**config.mk**
```make
export PLATFORM = sky130hd
export DESIGN_NAME = vid_addr_seq
export DESIGN_NICKNAME = d
export VERILOG_FILES = /design/src/rtl/vid_addr_seq.sv
export SDC_FILE = /design/constraint.sdc
export NUM_CORES = 1
export LEC_CHECK = 0
export BUFFER_PORTS_ARGS = -buffer_cell sky130_fd_sc_hd__buf_4
export CAP_MARGIN = 20
export CORE_ASPECT_RATIO = 0.75
export CORE_UTILIZATION = 49
export DETAILED_ROUTE_END_ITERATION = 10
export GPL_TIMING_DRIVEN = 0
export PLACE_DENSITY = 0.88
export SLEW_MARGIN = 20
export SYNTH_ARGS = -nofsm -noshare
export SYNTH_HDL_FRONTEND = slang
export SYNTH_SLANG_ARGS = --single-unit
```
**constraint.sdc**
```tcl
create_clock -name clk -period 2.2 [get_ports clk]
set_clock_uncertainty 0.05 [all_clocks]
set_input_delay 0.44 -clock clk [delete_from_list [all_inputs] [get_ports clk]]
set_output_delay 0.44 -clock clk [all_outputs]
set_load 0.01 [all_outputs]
```
**src/rtl/vid_addr_seq.sv**
```systemverilog
module vid_addr_seq #(
  parameter int AW          = 13,
  parameter int DW          = 8,
  parameter int COL_LOG     = 5,
  parameter int ROW_LOG     = 3,
  parameter int FRAME_BYTES = 6144,
  parameter int ATTR_BASE   = 6144
) (
  input  logic          clk,
  input  logic          rst_n,
  input  logic          frame_start_i,
  input  logic          step_i,
  input  logic          phase_bmp_i,
  input  logic          vid_en_i,
  input  logic          cpu_en_i,
  input  logic [AW-1:0] cpu_addr_i,
  input  logic [DW-1:0] cpu_wdata_i,
  input  logic          cpu_we_i,
  output logic [DW-1:0] cpu_rdata_o,
  input  logic [DW-1:0] ram_rdata_i,
  output logic [AW-1:0] ram_addr_o,
  output logic [DW-1:0] ram_wdata_o,
  output logic          ram_we_o,
  output logic          ram_cs_o,
  output logic          fetch_bmp_o,
  output logic          fetch_attr_o,
  output logic [AW-1:0] pos_o,
  output logic          bus_conflict_o
);
  localparam int            LINE_LOG = COL_LOG + ROW_LOG;
  localparam logic [AW-1:0] LAST     = AW'(FRAME_BYTES - 1);
  localparam logic [AW-1:0] COL_MASK = AW'((1 << COL_LOG) - 1);
  localparam logic [AW-1:0] ABASE    = AW'(ATTR_BASE);

  logic [AW-1:0] pos_q;
  logic [AW-1:0] bmp_addr, attr_addr, vid_addr;
  logic          vid_slot, cpu_slot, cpu_q;

  assign vid_slot       = vid_en_i & ~cpu_en_i;
  assign cpu_slot       = cpu_en_i & ~vid_en_i;
  assign bus_conflict_o = vid_en_i & cpu_en_i;

  assign bmp_addr  = pos_q;
  assign attr_addr = ABASE + ((pos_q >> LINE_LOG) << COL_LOG) + (pos_q & COL_MASK);
  assign vid_addr  = phase_bmp_i ? bmp_addr : attr_addr;

  always_ff @(posedge clk) begin
    if (!rst_n)
      pos_q <= '0;
    else if (frame_start_i)
      pos_q <= '0;
    else if (step_i)
      pos_q <= (pos_q == LAST) ? '0 : pos_q + 1'b1;
  end

  always_ff @(posedge clk) begin
    if (!rst_n) begin
      ram_addr_o   <= '0;
      ram_wdata_o  <= '0;
      ram_we_o     <= 1'b0;
      ram_cs_o     <= 1'b0;
      fetch_bmp_o  <= 1'b0;
      fetch_attr_o <= 1'b0;
      cpu_q        <= 1'b0;
    end else begin
      ram_cs_o     <= vid_slot | cpu_slot;
      ram_we_o     <= cpu_slot & cpu_we_i;
      fetch_bmp_o  <= vid_slot & phase_bmp_i;
      fetch_attr_o <= vid_slot & ~phase_bmp_i;
      cpu_q        <= cpu_slot;
      if (cpu_slot) begin
        ram_addr_o  <= cpu_addr_i;
        ram_wdata_o <= cpu_wdata_i;
      end else if (vid_slot) begin
        ram_addr_o  <= vid_addr;
      end
    end
  end

  assign cpu_rdata_o = cpu_q ? ram_rdata_i : '0;
  assign pos_o       = pos_q;
endmodule

```
; Yosys cells after proc, flatten, opt, wreduce, memory -nomap -nowiden
; Index checks and enable logic that the tools add are counted.
[op_classes]
muxes = 5
bitwise = 11
eq_ne = 1
addsub = 3
reduce_logical = 2
[ops]
columns = operator, n
row1 = $mux W13, 4
row2 = $add A12 B11 Y13 const A, 1
row3 = $add A13 B1 Y13 const B, 1
row4 = $add A13 B5 Y13, 1
row5 = $eq A13 B13 Y1 const B, 1
row6 = $mux W8, 1
row7 = $and A1 B1 Y1, 6
row8 = $not A1 Y1, 4
row9 = $reduce_bool A2 Y1, 1
row10 = $reduce_or A2 Y1, 1
row11 = $or A1 B1 Y1, 1
[totals]
reg_bits = 39
elab_cells = 30
output_inout_bits = 47

; Longest topological paths before layout
; Gate-level depths: netlist (run 1).
[depth]
word_depth = 5
mapped_depth = 7

; Worst setup path after synthesis (run 1)
; OpenSTA, ideal clock, no wires.
[synth_path]
kind = input port to flip-flop
start = in vid_en_i
end = reg ram_wdata_o[0]
t_required_ns = 2.022
n_path_buf = 2
setup_ns = 0.128
cell_stages = 6
t_arrival_ns = 1.372
setup_slack_ns = 0.651
path_cell_list = inv_1 ha_1 buf_2 buf_2 mux2i_1 nor2_1
[synth_via]
elab_chain_cells = 2
[synth_rtl]
columns = element, line
row1 = start: declaration, 14  ; input logic vid_en_i,
row2 = $not A1 Y1, 40  ; assign cpu_slot = cpu_en_i & ~vid_en_i;
row3 = $and A1 B1 Y1, 40
row4 = named net cpu_slot, 37  ; logic vid_slot, cpu_slot, cpu_q;
row5 = end signal: assignment, 73  ; ram_wdata_o <= cpu_wdata_i;
row6 = end: declaration, 22  ; output logic [DW-1:0] ram_wdata_o,
; The timed path passes the listed nets, and every way through them passes these cells.
; A chain may end at the register's enable or synchronous reset.

; Final worst setup path (run 1)
[layout_path]
start = in vid_en_i
end = reg ram_wdata_o[5]
; The elaborated chain is that of the path after synthesis.

==> results of run 1 <==
## layout by cell type, fill, tap and decap left out, drive strengths merged
cell type,synthesis,routed
a21oi,11,11
a221oi,2,2
and2,10,10
and3,3,3
and4,3,3
buf,10,92
bufinv,0,1
clkbuf,3,9
clkinv,0,1
dfxtp,39,39
ha,4,4
inv,7,7
mux2i,23,23
nand2,12,12
nand3,2,2
nand3b,1,1
nand4,7,7
nor2,42,42
nor2b,1,1
o211ai,1,1
o21ai,6,6
o311ai,1,1
xnor2,2,2
xor2,9,9
## metal layers
metal / vias to the layer above / part of all wire, %
met5: - / 0
met1: 792 / 44
met4: 0 / 0.48
met3: 4 / 8.7
li1: 841 / -
met2: 80 / 47
## worst paths after layout
check	startpoint	end	cells past startpoint
max	vid_en_i	ram_wdata_o[5]	7
min	cpu_wdata_i[3]	ram_wdata_o[3]	3
max reg2reg	pos_o[0]	pos_o[6]	5
min reg2reg	ram_wdata_o[4]	ram_wdata_o[4]	2
## sequential cells by signal (all words and copies together) (netlist names)
| register | flops |
|---|---|
| pos_o | 13 |
| ram_addr_o | 13 |
| ram_wdata_o | 8 |
| cpu_q | 1 |
| fetch_attr_o | 1 |
| fetch_bmp_o | 1 |
| ram_cs_o | 1 |
| ram_we_o | 1 |
## worst max-delay path: cells and delay by family
family,cells,cell delay [ps]
AND/OR/NAND/NOR,1,70
buffers and inverters,4,770
multiplexers,1,250
adder cells (fa/ha/maj),1,190
## metrics by stage
step	cell area, um2	instances
after floorplan	1780	199
after global placement	2450	321
after detailed placement	2450	321
after CTS	2560	329
after global routing	2560	329
final	2560	329
## where the power goes
group,total (W),leakage [nW],switching [W],internal (W)
registers,0.000739,0.317,0.0000124,0.000727
logic,0.000209,0.865,0.0000972,0.000111
clock network,0.000612,0.0612,0.000245,0.000367
total,0.00156,1.24,0.000355,0.00121
## kinds of logic (layout without fill, tap and decap cells)
family / Yosys count / in the layout
compound gates: 21 / 21
xor+xnor: 11 / 11
fa+ha+maj: 4 / 4
buf+inv: 20 / 110
flops: 39 / 39
mux: 23 / 23
simple gates: 81 / 81
## final cells by class
type	instances	area [um2]	area share, %
plain buffers	13	67.6	2.64
inverters	7	26.3	1.02
clock buffers	6	82.6	3.22
well taps	40	50.0	1.95
clock inverters	2	35.0	1.37
flip-flops and latches	39	781	30.5
multi-input cells	140	906	35.3
repair buffers	82	616	24.0
==> results.txt, run 1 <==
Crit-path max cell delay: 310 ps
Max_cap viols: 0
Number of global-route vias before repair: 1393
Hold buffers post-CTS: 0
DPL Wire Length: 3320 um
Critical path class: primary input to register
Tmin final: 1620 ps
Root Buffer: clkbuf_8
DRC: 0
Post-synthesis xor/xnor area fraction: 5.41%
Count of cell types in the netlist: 30
Final Hold Fails: 0
Cells along the critical path: buf_4 -> inv_1 -> ha_1 -> buf_2 -> buf_2 -> mux2i_1 -> nor2_1
GRT met1 Usage: 28.4%
Max Slew Vio Count: 0
Worst hold slack: 337 ps
Global placer's final weighted congestion: 0.817
CTS clk-pin slew, worst paths: 80 ps
Slowest CP cell: buf_2
# resized after CTS: 0
Nets@finish: 329
Asr flop ratio synth: 0%
Die Wd: 71.6 um
Avg Vias per Cell: 5.22
Min-delay worst type: primary input to register
Clk sink count: 39
Postcts setup bufs: 0
Post-synthesis mux area share: 12.9%
Congestion Overflow GR: 0
Initial Util: 52.7%
DR WL/cell: 13.3 um
Outcome: completed
#FFs+latches synth: 39
Wire length of the first global-routing pass: 6420 um
Total power: 0.00156 W
CTS Buf Count: 5
Synth area leaders: dfxtp_1 44%, mux2i_1 13%, nor2_1 8.6%
Most Used Layer, Global Route: met2
IO buf count: 82
PD cells: 609 nW/um2
Post-synth top cells: 41 x nor2_1, 39 x dfxtp_1, 23 x mux2i_1, 11 x a21oi_1, 11 x nand2_1
Core Util, Final: 75.9%
Fillers: 277
Layout cells sized above 1: 36.0%
Die area: 3880 um2
Simple-gate share of the synthesized area: 22.1%
Leak: 1.24 nW
Pre-CTS setup slack: 302 ps
Slew @ Worst Pin: 529 ps
Slew headroom: 64.7%
All-Layer GR Usage: 22.2%
Largest family of logic cells by synthesized area: simple AND/OR/NAND/NOR gates
Data arrival, critical path: 1730 ps
First drt pass iteration count: 4
Met2 usage: 36.8%
Row count: 18
Area of the mapped netlist: 1780 um2
CP endpoint kind: register
Setup crit start kind: primary input
Crit-path max FO: 10
VDD IR-drop max: 422 uV
Net Count, Synth: 240
Initial antenna violation count: 0
Final setup viols: 0
H-tree Lvls: 2
Main synth FF type: dfxtp_1
Clk buf depth: 2
Setup TNS: 0 ps
Pin count of the biggest net entering global routing: 13
CP required: 2310 ps
Post-synth EDFFs: 0
Fmax: 618 MHz
CTS tree: yes
Most numerous cell in the Yosys netlist: nor2_1
Syn-to-layout area delta: 44.0%
Final antenna diode count: 0
Post-synthesis compound-gate area fraction: 7.66%
Final period util: 73.6%
Die height: 54.2 um
I/O pin cnt: 84
Post-synthesis area per instance: 8.95 um2
Unrepaired setup endpoints after global routing: false
Drt initial violations: 50
Most frequent CP cell: buf_2
Routed WL: 4360 um
Routed vias: 1717
Worst-Skew Late Latency: 280 ps
Post-DRT Antenna Nets: 0
Core box area: 3380 um2
Worst setup margin: 581 ps
Ys Warns: 0
Grt met3 use: 7.30%
Leading area contributor after synthesis: dfxtp_1
Syn Inst Count: 199
Reg-to-reg slack, setup: 630 ps
Register area share after synthesis: 43.9%
Yosys top cell area share: 43.9%
Synth Area in Adders: 2.81%
No activity file was read; power rests on OpenSTA's default activity.
==> inputs of run 2 (changes only) <==
--- a/config.mk
+++ b/config.mk
@@ -5,13 +5,14 @@
 export SDC_FILE = /design/constraint.sdc
 export NUM_CORES = 1
 export LEC_CHECK = 0
+export ABC_AREA = 1
 export BUFFER_PORTS_ARGS = -buffer_cell sky130_fd_sc_hd__buf_4
 export CAP_MARGIN = 20
 export CORE_ASPECT_RATIO = 0.75
-export CORE_UTILIZATION = 49
+export CORE_UTILIZATION = 42
 export DETAILED_ROUTE_END_ITERATION = 10
 export GPL_TIMING_DRIVEN = 0
-export PLACE_DENSITY = 0.88
+export PLACE_DENSITY = 0.8
 export SLEW_MARGIN = 20
 export SYNTH_ARGS = -nofsm -noshare
 export SYNTH_HDL_FRONTEND = slang
==> constraint.sdc (replaced) <==
create_clock -name clk -period 1.3 [get_ports clk]
set_clock_uncertainty 0.05 [all_clocks]
set_input_delay 0.26 -clock clk [delete_from_list [all_inputs] [get_ports clk]]
set_output_delay 0.26 -clock clk [all_outputs]
set_load 0.01 [all_outputs]
==> run 2 against run 1 <==
  * Critical path type is now register to register
  * Worst hold slack got worse by 200 ps
  * First-iteration DRC count rose by 98%
  * Highest routed layer unchanged
  * Core utilization fell by 9.5 points
  * Clock power rose by 96%
  * Total power rose by 81%
  * Worst setup slack got worse by 540 ps
  * Via count rose by 12%
==> results.txt, run 2 <==
Outcome: completed
Avg Vias per Cell: 4.73 (-9.5%)
Layout cells sized above 1: 36.8% (+0.84 points)
Crit-path max cell delay: 380 ps (+70 ps)
Commonest non-fill, non-tap cell in the layout: buf_4
Post-synthesis compound-gate area fraction: 13.7% (+6.0 points)
Fmax: 792 MHz
Die Wd: 78.1 um (+9.0%)
Post-Place Cells: 397 (+24%)
Slowest CP cell: dfxtp_4
Number of global-route vias before repair: 1634 (+17%)
Wire length of the first global-routing pass: 7490 um (+17%)
Min-delay worst type: primary input to register
Tmin final: 1260 ps
Reg2Reg Depth: 8 (+3)
Post-synth top cells: 54 x nand2_1, 39 x dfxtp_1, 37 x o21ai_0, 35 x inv_1, 32 x nor2_1
#FFs+latches synth: 39 (unchanged)
Global placer's final weighted congestion: 0.859 (+5.2%)
First drt pass iteration count: 4 (unchanged)
Nets@finish: 393 (+19%)
Most frequent CP cell: nand2_4
Critical path class: register to register
Net Count, Synth: 301 (+25%)
Yosys top cell area share: 42.9% (-0.99 points)
Crit. Startpoint: pos_o[1]
Routed WL: 4840 um (+11%)
Cells along the critical path: ha_4 -> nand2_4 -> nor2_4 -> nand2_4 -> inv_2 -> nand2_2 -> nand2_4 -> nor2_1
Register area share after synthesis: 42.9% (-0.99 points)
Count of cell types in the netlist: 22 (-27%)
H-tree Lvls: 2 (unchanged)
CTS tree: yes
Setup crit start kind: register
Simple-gate share of the synthesized area: 28.2% (+6.2 points)
Data arrival, critical path: 1390 ps (-340 ps)
Congestion Overflow GR: 0 (unchanged)
Final Hold Fails: 0 (unchanged)
Max_cap viols: 0 (unchanged)
All-Layer GR Usage: 21.2% (-0.98 points)
VDD IR-drop max: 1000 uV (+140%)
Main synth FF type: dfxtp_1
Die area: 4610 um2 (+19%)
Clk buf depth: 2 (unchanged)
Core Util, Final: 66.4% (-9.5 points)
Max Slew Vio Count: 0 (unchanged)
Area of the mapped netlist: 1820 um2 (+2.3%)
Clk sink count: 39 (unchanged)
Initial antenna violation count: 0 (unchanged)
Commonest cells after routing, fill and taps aside: 88 x buf_4, 54 x nand2_1, 37 x o21ai_0
Routed vias: 1928 (+12%)
Worst-Skew Late Latency: 290 ps (about the same)
Most numerous cell in the Yosys netlist: nand2_1
Leading area contributor after synthesis: dfxtp_1
Post-synthesis xor/xnor area fraction: 1.92% (-3.5 points)
IO buf count: 82 (unchanged)
I/O pin cnt: 84 (unchanged)
Slew @ Worst Pin: 276 ps (-253 ps)
Row count: 20 (+2)
Synth Area in Adders: 2.75% (-0.064 points)
Pin count of the biggest net entering global routing: 13 (unchanged)
FF-to-FF Start: pos_o[1]
Ys Warns: 0 (unchanged)
Asr flop ratio synth: 0% (unchanged)
Finished Layout Cells: 408 (+24%)
Initial Util: 44.4% (-8.3 points)
CP endpoint kind: register
Reg-to-reg slack, setup: 40 ps (-590 ps)
Critical path capture point: pos_o[3]
Post-DRT Antenna Nets: 0 (unchanged)
Die height: 59.0 um (+8.9%)
DR WL/cell: 11.9 um (-11%)
CTS Buf Count: 5 (unchanged)
Unrepaired setup endpoints after global routing: true
CP required: 1430 ps (-880 ps)
Drt initial violations: 99 (+98%)
Final setup viols: 0 (unchanged)
Crit-path max FO: 5 (-5)
FF-to-FF End: pos_o[3]
Final period util: 97.1%
Largest family of logic cells by synthesized area: simple AND/OR/NAND/NOR gates
Syn-to-layout area delta: 49.5%
PD cells: 1040 nW/um2 (+70%)
Core box area: 4100 um2 (+21%)
Post-synth EDFFs: 0 (unchanged)
Final antenna diode count: 0 (unchanged)
CTS clk-pin slew, worst paths: 80 ps (about the same)
Slew headroom: 81.6% (+17 points)
Leak: 1.37 nW (+10%)
DPL Wire Length: 3670 um (+11%)
Post-synthesis area per instance: 7.01 um2 (-22%)
Post-synthesis mux area share: 0% (-13 points)
Root Buffer: clkbuf_8
DRC: 0 (unchanged)
Syn Inst Count: 260 (+31%)
Synth area leaders: dfxtp_1 43%, nand2_1 11%, o21ai_0 10%
-- run 2: cell types whose count changed after synthesis, moves of 9 or more --
cell     previous run  this run
nand2_1            11        54
o21ai_0             6        37
inv_1               7        35
mux2i_1            23         0
and2_1              9         0
nor2_1             41        32
-- run 2: per-stage QoR --
stage	worst slack, ps	setup TNS (ps)	hold slack [ps]	area, um2	power (W)
after floorplan	20.7	0	322	1820	0.00144
after global placement	-114	-1690	393	2510	0.00164
after detailed placement	-157	-2430	399	2510	0.00165
after CTS	27.4	0	133	2660	0.00283
after global routing	-21.4	-51.7	139	2720	0.00294
final	38.0	0	133	2720	0.00282
-- run 2: kinds of logic after synthesis --
family / count (synthesis)
simple gates: 117
compound gates: 49
buf+inv: 47
flops: 39
xor+xnor: 4
fa+ha+maj: 4
-- run 2: critical path: cells and delay by family, from the launching register on --
family / cells / cell delay (ps)
adder cells (fa/ha/maj): 1 / 150
flip-flops: 1 / 380
buffers and inverters: 1 / 60
AND/OR/NAND/NOR: 6 / 510
-- run 2: timing repair --
item,CTS,global route
buffers inserted,2,2
hold buffers,0,0
pin swaps,0,5
endpoints found under the setup margin,15,11
gates resized for setup,5,13
-- run 2: final cells by class --
| class | count | area, um2 |
|---|---|---|
| fill | 374 | 1380 |
| multi-input combinational | 174 | 891 |
| sequential | 39 | 793 |
| timing repair buffer | 86 | 649 |
| inverter | 39 | 146 |
| clock buffer | 6 | 72.6 |
| tap | 55 | 68.8 |
| clock inverter | 2 | 60.1 |
| buffer | 7 | 42.5 |
-- run 2: how the worst min path moves through the flow --
stage / depth (start not counted) / slack [ps] / startpoint / end
6_report: 3 / 130 / cpu_we_i / ram_we_o
5_1_grt: 3 / 140 / cpu_wdata_i[6] / ram_wdata_o[6]
4_1_cts: 3 / 130 / cpu_we_i / ram_we_o
3_5_place_dp: 2 / 400 / ram_addr_o[3] / ram_addr_o[3]
3_3_place_gp: 2 / 390 / ram_addr_o[7] / ram_addr_o[7]
2_1_floorplan: 2 / 320 / cpu_we_i / ram_we_o
-- run 2: routing by layer --
| layer | GRT usage [%] | share of wire (%) |
|---|---|---|
| met1 | 30.4 | 48 |
| met2 | 31.6 | 43 |
| met3 | 5.08 | 8.0 |
| met4 | 6.35 | 0.91 |
| met5 | 0 | 0 |
-- run 2: power by group --
group | switching, W | internal [W]
logic | 0.000173 | 0.000185
registers | 0.0000265 | 0.00124
clock network | 0.000428 | 0.000767
total | 0.000627 | 0.00219
